<file path="src/rtl/skey_pkg.sv">
// Package: shared key layout, flag positions and access kinds for the
// storage-key recorder. Assumes the 7-bit key layout stated in the brief.
package skey_pkg;
    localparam int KEY_W      = 7;
    localparam int CHG_BIT    = 0;
    localparam int REF_BIT    = 1;
    localparam int FP_BIT     = 2;
    localparam int ACCKEY_LSB = 3;

    localparam int FLAG_W = 3;
    localparam int FLG_RD = 0;
    localparam int FLG_WR = 1;
    localparam int FLG_EX = 2;

    typedef logic [KEY_W-1:0]  skey_t;
    typedef logic [FLAG_W-1:0] pflags_t;

    typedef enum logic [1:0] {
        ACC_LOAD  = 2'b00,
        ACC_STORE = 2'b01,
        ACC_FETCH = 2'b10,
        ACC_NONE  = 2'b11
    } acc_kind_e;
endpackage

</file>
<file path="src/rtl/skey_store.sv">
// Module: per-page key storage with two combinational read ports and two
// write ports. The maintenance write has priority over the update write when
// both target the same page. Assumes NUM_PAGES is a power of two.
module skey_store
    import skey_pkg::*;
#(
    parameter int NUM_PAGES = 64,
    parameter int IDX_W     = 6
) (
    input  logic             clk,
    input  logic             rst_n,
    input  logic [IDX_W-1:0] rd_a_idx,
    output skey_t            rd_a_key,
    input  logic [IDX_W-1:0] rd_b_idx,
    output skey_t            rd_b_key,
    input  logic             hw_we,
    input  logic [IDX_W-1:0] hw_idx,
    input  skey_t            hw_key,
    input  logic             uw_we,
    input  logic [IDX_W-1:0] uw_idx,
    input  skey_t            uw_key
);
    skey_t mem [NUM_PAGES];

    // One register per page: reset, then host write, then update write.
    for (genvar g = 0; g < NUM_PAGES; g++) begin : g_entry
        always_ff @(posedge clk) begin
            if (!rst_n) begin
                mem[g] <= '0;
            end else if (hw_we && hw_idx == IDX_W'(g)) begin
                mem[g] <= hw_key;
            end else if (uw_we && uw_idx == IDX_W'(g)) begin
                mem[g] <= uw_key;
            end
        end
    end

    // Read ports: current stored value, no bypass.
    assign rd_a_key = mem[rd_a_idx];
    assign rd_b_key = mem[rd_b_idx];

    // colliding writes leave the maintenance value in place.
    a_r9_host_over_update: assert property (@(posedge clk) disable iff (!rst_n)
        (hw_we && uw_we && hw_idx == uw_idx) |=> mem[$past(hw_idx)] == $past(hw_key));

    // an uncontested update write lands in its entry.
    a_r6_update_lands: assert property (@(posedge clk) disable iff (!rst_n)
        (uw_we && !(hw_we && hw_idx == uw_idx)) |=> mem[$past(uw_idx)] == $past(uw_key));
endmodule

</file>
<file path="src/rtl/skey_rmw.sv">
// Module: combinational key modification and flag filtering for one access.
// Assumes old_key already reflects any forwarded pending write.
module skey_rmw
    import skey_pkg::*;
(
    input  logic      en,
    input  acc_kind_e kind,
    input  skey_t     old_key,
    input  pflags_t   flags_in,
    output skey_t     new_key,
    output logic      key_we,
    output pflags_t   flags_out
);
    logic is_read_kind;
    logic is_store;
    logic counts;

    // Classify the access.
    always_comb begin
        is_read_kind = (kind == ACC_LOAD) || (kind == ACC_FETCH);
        is_store     = (kind == ACC_STORE);
        counts       = en && (is_read_kind || is_store);
    end

    // Next key value: reference on any counted access, change on stores.
    always_comb begin
        new_key = old_key;
        if (counts) begin
            new_key[REF_BIT] = 1'b1;
            if (is_store) begin
                new_key[CHG_BIT] = 1'b1;
            end
        end
        key_we = counts && (new_key != old_key);
    end

    // Flag filter: hold back write permission on reads of unchanged pages.
    always_comb begin
        flags_out = flags_in;
        if (en && is_read_kind && !old_key[CHG_BIT]) begin
            flags_out[FLG_WR] = 1'b0;
        end
    end
endmodule

</file>
<file path="src/rtl/skey_hostrd.sv">
// Module: registered read side of the maintenance port. Presents the page
// index to the store and registers the key one cycle later.
module skey_hostrd
    import skey_pkg::*;
#(
    parameter int IDX_W = 6
) (
    input  logic             clk,
    input  logic             rst_n,
    input  logic             rd_req,
    input  logic [IDX_W-1:0] rd_page,
    output logic [IDX_W-1:0] mem_idx,
    input  skey_t            mem_key,
    output logic             rvalid,
    output skey_t            rkey
);
    assign mem_idx = rd_page;

    // Capture the stored key on a read request.
    always_ff @(posedge clk) begin
        if (!rst_n) begin
            rvalid <= 1'b0;
            rkey   <= '0;
        end else begin
            rvalid <= rd_req;
            if (rd_req) begin
                rkey <= mem_key;
            end
        end
    end

    // a read request is answered at the next edge.
    a_r10_read_answered: assert property (@(posedge clk) disable iff (!rst_n)
        rd_req |=> rvalid);
    a_r10_no_spurious_read: assert property (@(posedge clk) disable iff (!rst_n)
        !rd_req |=> !rvalid);
endmodule

</file>
<file path="src/rtl/skey_ref_change.sv">
// Module: top of the storage-key reference/change recorder. Captures each
// access with its key (forwarded from pending writes), then updates the key
// and returns filtered flags one cycle later. Assumes addresses were already
// validated and that the maintenance port may act in any cycle.
module skey_ref_change
    import skey_pkg::*;
#(
    parameter  int ADDR_W    = 32,
    parameter  int PAGE_BITS = 12,
    parameter  int NUM_PAGES = 64,
    localparam int IDX_W     = $clog2(NUM_PAGES)
) (
    input  logic              clk,
    input  logic              rst_n,
    input  logic              keys_en,
    input  logic              acc_valid,
    input  logic [1:0]        acc_type,
    input  logic [ADDR_W-1:0] acc_addr,
    input  logic [2:0]        acc_flags,
    output logic              rsp_valid,
    output logic [2:0]        rsp_flags,
    input  logic              host_valid,
    input  logic              host_we,
    input  logic [IDX_W-1:0]  host_page,
    input  logic [6:0]        host_wkey,
    output logic              host_rvalid,
    output logic [6:0]        host_rkey
);
    logic             unused_addr_bits;
    logic [IDX_W-1:0] acc_idx;
    logic             host_wr;
    logic             host_rd;
    logic [IDX_W-1:0] hostrd_idx;
    skey_t            hostrd_key;
    skey_t            acc_rd_key;
    skey_t            cap_key;

    logic             s1_valid;
    logic             s1_en;
    acc_kind_e        s1_kind;
    logic [IDX_W-1:0] s1_idx;
    pflags_t          s1_flags;
    skey_t            s1_key;

    skey_t            upd_key;
    logic             upd_we;
    pflags_t          upd_flags;

    // Page index from the absolute address; other bits are not needed.
    assign acc_idx          = acc_addr[PAGE_BITS +: IDX_W];
    assign unused_addr_bits = ^acc_addr;
    assign host_wr          = host_valid && host_we;
    assign host_rd          = host_valid && !host_we;

    skey_store #(.NUM_PAGES(NUM_PAGES), .IDX_W(IDX_W)) u_store (
        .clk      (clk),
        .rst_n    (rst_n),
        .rd_a_idx (acc_idx),
        .rd_a_key (acc_rd_key),
        .rd_b_idx (hostrd_idx),
        .rd_b_key (hostrd_key),
        .hw_we    (host_wr),
        .hw_idx   (host_page),
        .hw_key   (host_wkey),
        .uw_we    (upd_we),
        .uw_idx   (s1_idx),
        .uw_key   (upd_key)
    );

    skey_hostrd #(.IDX_W(IDX_W)) u_hostrd (
        .clk     (clk),
        .rst_n   (rst_n),
        .rd_req  (host_rd),
        .rd_page (host_page),
        .mem_idx (hostrd_idx),
        .mem_key (hostrd_key),
        .rvalid  (host_rvalid),
        .rkey    (host_rkey)
    );

    // Key seen at capture: host write first, then the pending update, then storage.
    always_comb begin
        if (host_wr && host_page == acc_idx) begin
            cap_key = host_wkey;
        end else if (upd_we && s1_idx == acc_idx) begin
            cap_key = upd_key;
        end else begin
            cap_key = acc_rd_key;
        end
    end

    // Capture stage: hold the access and its key for the update cycle.
    always_ff @(posedge clk) begin
        if (!rst_n) begin
            s1_valid <= 1'b0;
            s1_en    <= 1'b0;
            s1_kind  <= ACC_NONE;
            s1_idx   <= '0;
            s1_flags <= '0;
            s1_key   <= '0;
        end else begin
            s1_valid <= acc_valid;
            if (acc_valid) begin
                s1_en    <= keys_en;
                s1_kind  <= acc_kind_e'(acc_type);
                s1_idx   <= acc_idx;
                s1_flags <= acc_flags;
                s1_key   <= cap_key;
            end
        end
    end

    skey_rmw u_rmw (
        .en        (s1_valid && s1_en),
        .kind      (s1_kind),
        .old_key   (s1_key),
        .flags_in  (s1_flags),
        .new_key   (upd_key),
        .key_we    (upd_we),
        .flags_out (upd_flags)
    );

    // Response stage: register the filtered flags.
    always_ff @(posedge clk) begin
        if (!rst_n) begin
            rsp_valid <= 1'b0;
            rsp_flags <= '0;
        end else begin
            rsp_valid <= s1_valid;
            if (s1_valid) begin
                rsp_flags <= upd_flags;
            end
        end
    end

    // a disabled access never writes a key.
    a_r1_off_no_keywrite: assert property (@(posedge clk) disable iff (!rst_n)
        (s1_valid && !s1_en) |-> !upd_we);
    // a disabled access returns its flags as given.
    a_r1_off_flags_pass: assert property (@(posedge clk) disable iff (!rst_n)
        (s1_valid && !s1_en) |=> rsp_flags == $past(s1_flags));
    // a read of a page with change clear loses write permission.
    a_r3_read_clean_no_wr: assert property (@(posedge clk) disable iff (!rst_n)
        (s1_valid && s1_en && (s1_kind == ACC_LOAD || s1_kind == ACC_FETCH)
         && !s1_key[CHG_BIT]) |=> !rsp_flags[FLG_WR]);
    // a store returns its flags as given.
    a_r4_store_flags_pass: assert property (@(posedge clk) disable iff (!rst_n)
        (s1_valid && s1_en && s1_kind == ACC_STORE) |=> rsp_flags == $past(s1_flags));
    // a written key always carries the reference bit and old upper fields.
    a_r5_ref_set_on_write: assert property (@(posedge clk) disable iff (!rst_n)
        upd_we |-> (upd_key[REF_BIT] && upd_key[KEY_W-1:FP_BIT] == s1_key[KEY_W-1:FP_BIT]));
    // no write-back of an unchanged key.
    a_r6_no_redundant_write: assert property (@(posedge clk) disable iff (!rst_n)
        upd_we |-> (upd_key != s1_key));
    // two-stage latency, one response per access.
    a_r7_capture_follows: assert property (@(posedge clk) disable iff (!rst_n)
        acc_valid |=> s1_valid);
    a_r7_response_follows: assert property (@(posedge clk) disable iff (!rst_n)
        s1_valid |=> rsp_valid);
    a_r7_no_spurious_rsp: assert property (@(posedge clk) disable iff (!rst_n)
        !s1_valid |=> !rsp_valid);
endmodule

</file>
<file path="config.mk">
export PLATFORM = sky130hd
export DESIGN_NAME = skey_ref_change
export DESIGN_NICKNAME = d
export VERILOG_FILES = /design/src/rtl/skey_pkg.sv /design/src/rtl/skey_store.sv /design/src/rtl/skey_rmw.sv /design/src/rtl/skey_hostrd.sv /design/src/rtl/skey_ref_change.sv
export SDC_FILE = /design/constraint.sdc
export NUM_CORES = 1
export LEC_CHECK = 0
export CORE_MARGIN = 2
export CORE_UTILIZATION = 59
export CTS_CLUSTER_SIZE = 30
export DETAILED_ROUTE_END_ITERATION = 12
export PLACE_DENSITY = 0.78
export SYNTH_ARGS = -nofsm -noshare
export SYNTH_HDL_FRONTEND = slang
export SYNTH_SLANG_ARGS = --single-unit
</file>
<file path="constraint.sdc">
create_clock -name clk -period 3 [get_ports clk]
set_clock_uncertainty 0.2 [all_clocks]
set_input_delay 0.45 -clock clk [delete_from_list [all_inputs] [get_ports clk]]
set_output_delay 0.45 -clock clk [all_outputs]
set_load 0.02 [all_outputs]
</file>
==> results_dict.tcl <==
set metrics [dict create \
    r2r_start "s1_key[0]" \
    drv_cap 0 \
    cpPeakStageDelay_ns 0.45 \
    die_height_um 222 \
    fillerInstances 3216 \
    setup_ws_ns -0.0471 \
    vdd_ir_drop_max_mv 0.409 \
    yosys.area.top_type "edfxtp_1" \
    grt_overflow 0 \
    cellLeakagePower_uw 0.0117 \
    cp-start-kind "flip-flop" \
    syn_inst 2004 \
    initial_core_util 0.593 \
    path_delay_family "simple AND/OR/NAND/NOR gates" \
    drc 0 \
    place.gp.congestion 1.10 \
    p_per_area_mw_per_mm2 514 \
    max-slew-margin-rel 0.304 \
    hold_viol 0 \
    dp_slack_ns -0.0355 \
    ys_types 57 \
    startpoint "s1_key[0]" \
    fin_crit_ns 3.05 \
    grt_util_met1 0.530 \
    cpMaxStageDelayCell "a221o_1" \
    syn_area_per_cell_sq_um 14.0 \
    synth_fp_nets 2060 \
    grt_start_max_net_pins 66 \
    grt_first_pass_wirelength_mm 142 \
    area_delta_synth_final_pct 15.9 \
    synth_area_sq_mm 0.0282 \
    place.detailed.hpwl_mm 67.2 \
    regArea_sq_mm 0.0141 \
    cp_cell_sequence "nand2b_1, a221o_1, nor3b_2, nand2_1, buf_4, nor3_2, a22o_1" \
    max_freq_mhz 328 \
    intPower_uw 12400 \
    p_comb_frac 0.138 \
    critPathMaxFanout 7 \
    rsz0062_at_grt "yes" \
    synth_edf_count 448 \
    drt_pass1_iterations 6 \
    critical_path_class "reg2reg" \
    crit_arrival_ns 3.32 \
    cts_tree "built" \
    clk_pin_slew_ns 0.07 \
    synth.most_common_cell "edfxtp_1" \
    synth_common_cells "edfxtp_1, a22o_1, mux4_2" \
    yosysSeqAreaShare 0.501 \
    clkPwrFrac 0.392 \
    grt_use_met3 0.133 \
    fp.dieArea_sq_mm 0.0495 \
    violations "negative setup slack" \
    wire_per_inst_um 34.9 \
    route.vias.total 22100 \
    grtUsageTotal 0.396 \
    cts.htree.levels 2 \
    multi_input_area_sq_mm 0.0131 \
    end_kind "flip-flop" \
    cts_root_buf "clkbuf_16" \
    cts_buffers 50 \
    ys_seq_elements 480 \
    core_area_sq_mm 0.0474 \
    setup_viol 6 \
    sequentialPowerShare 0.470 \
    netlist.area_leader.share 0.478 \
    antenna_left 0 \
    rows 80 \
    grt-busiest-layer "met2" \
    clk_latency_ns 0.61 \
    fin_cells 2813 \
    placed_cell_area_sq_mm 0.0309 \
    dr.first_iter.drc_count 3493 \
    antenna_cells 0 \
    grt_pass1_vias 21300 \
    cts.sinks 480 \
    p_sw_frac 0.261 \
    ys.flop_type "edfxtp_1" \
    drive_gt1_frac 0.315 \
    io_buffer_count 41 \
    viasPerCell 7.84 \
    stdcell_area_sq_mm 0.0326 \
    outcome "finished with violations" \
    num-nets-final 2212 \
    synth_async_sr_flop_share 0 \
    tightest_slew_ns 1.04 \
    die-width_um 222 \
    finalPower_uw 16800 \
    ios 68 \
    yosysWarnings 0 \
    gr-usage-met2 0.582 \
    worstHoldPathType "in2reg" \
    antenna_found_initial 0 \
    worstHoldStart "host_wkey[5]" \
    p_switching_uw 4380 \
    dp_cells 2719 \
    fin_crit_sh 1.02 \
    drv_slew 0 \
    clk_path_buf_depth 3 \
    wl_mm 98.1 \
    synth_area_leaders "edfxtp_1, mux4_2, a22o_1" \
    setup_tns_ns -0.151 \
    crit_required_ns 3.27 \
    worst-path-buf-inv 1 \
]
## through the flow
| stage | util | hold WS [ns] |
|---|---|---|
| after floorplan | - | 0.254 |
| after global placement | 0.650 | 0.254 |
| after detailed placement | 0.650 | 0.282 |
| after CTS | 0.686 | 0.0587 |
| after global routing | 0.688 | 0.0950 |
| final | 0.688 | 0.0780 |
## metal layers
layer	wire, um	part of all wire
met1	33500	0.34
met2	43100	0.44
met3	15400	0.16
met4	6110	0.062
met5	0	0
## sequential cells by signal, indices dropped and copies added, names as in the netlist
signal / count
s1_idx: 6
s1_kind: 2
u_store.mem: 448
u_hostrd.rkey: 7
u_hostrd.rvalid: 1
s1_key: 7
rsp_valid: 1
s1_en: 1
s1_flags: 3
rsp_flags: 3
s1_valid: 1
## power by group through the flow
stage | Clock, uW | Combinational, uW | Sequential, uW
2_1_floorplan | 0 | 1350 | 7860
5_1_grt | 6790 | 2350 | 7900
3_5_place_dp | 0 | 2210 | 8000
3_3_place_gp | 0 | 2180 | 7960
4_1_cts | 6540 | 2220 | 7860
6_report | 6570 | 2310 | 7880
## layout make-up
cell class,instances,area share
Sequential cell,480,0.432
Multi-Input combinational cell,1284,0.402
Clock inverter,38,0.0113
Tap cell,615,0.0236
Timing Repair Buffer,333,0.0893
Inverter,7,0.000805
Clock buffer,56,0.0410
## worst reg2reg max path, cell delays in order, from the launching register on
cell      delay (ns)
dfxtp_1         0.36
nand2b_1        0.16
a221o_1         0.46
nor3b_2         0.39
nand2_1         0.40
buf_4           0.33
nor3_2          0.40
a22o_1          0.21
## placed cells by master, fill, tap and decap left out, drive strengths merged, types with 7 or more instances in the layout
cell,netlist,layout
dfxtp,32,32
buf,62,305
o221ai,50,50
nor3,72,72
a22o,405,405
o22ai,7,7
mux2i,41,41
inv,7,7
clkbuf,171,57
mux4,239,239
nor2,154,154
clkinv,0,26
a21o,64,64
clkdlybuf4s50,0,27
or3,16,16
nor2b,12,12
bufinv,0,7
mux2,10,10
nand2,57,57
o21ai,17,17
edfxtp,448,448
a21oi,18,18
nand3,14,14
xor2,8,8
a22oi,31,31
## cell families after synthesis
kind of cell	synth area share
xor+xnor	0.00373
buf+inv	0.0360
flops	0.501
mux	0.210
simple gates	0.0669
compound gates	0.183
## path summary, 6_finish.rpt
kind | end | slack (ns) | cells past startpoint
setup / recovery | u_store.mem[20][6] | -0.05 | 7
hold / removal | u_store.mem[5][5] | 0.08 | 2
setup reg to reg | u_store.mem[20][6] | -0.05 | 7
hold reg to reg | rsp_flags[1] | 0.29 | 2
## timing repair
action	CTS	global route
setup endpoints to repair	0	54
resized for setup	0	12
hold buffers	0	0
setup buffers	0	0
Note: power is estimated with default switching activity, not from simulation.
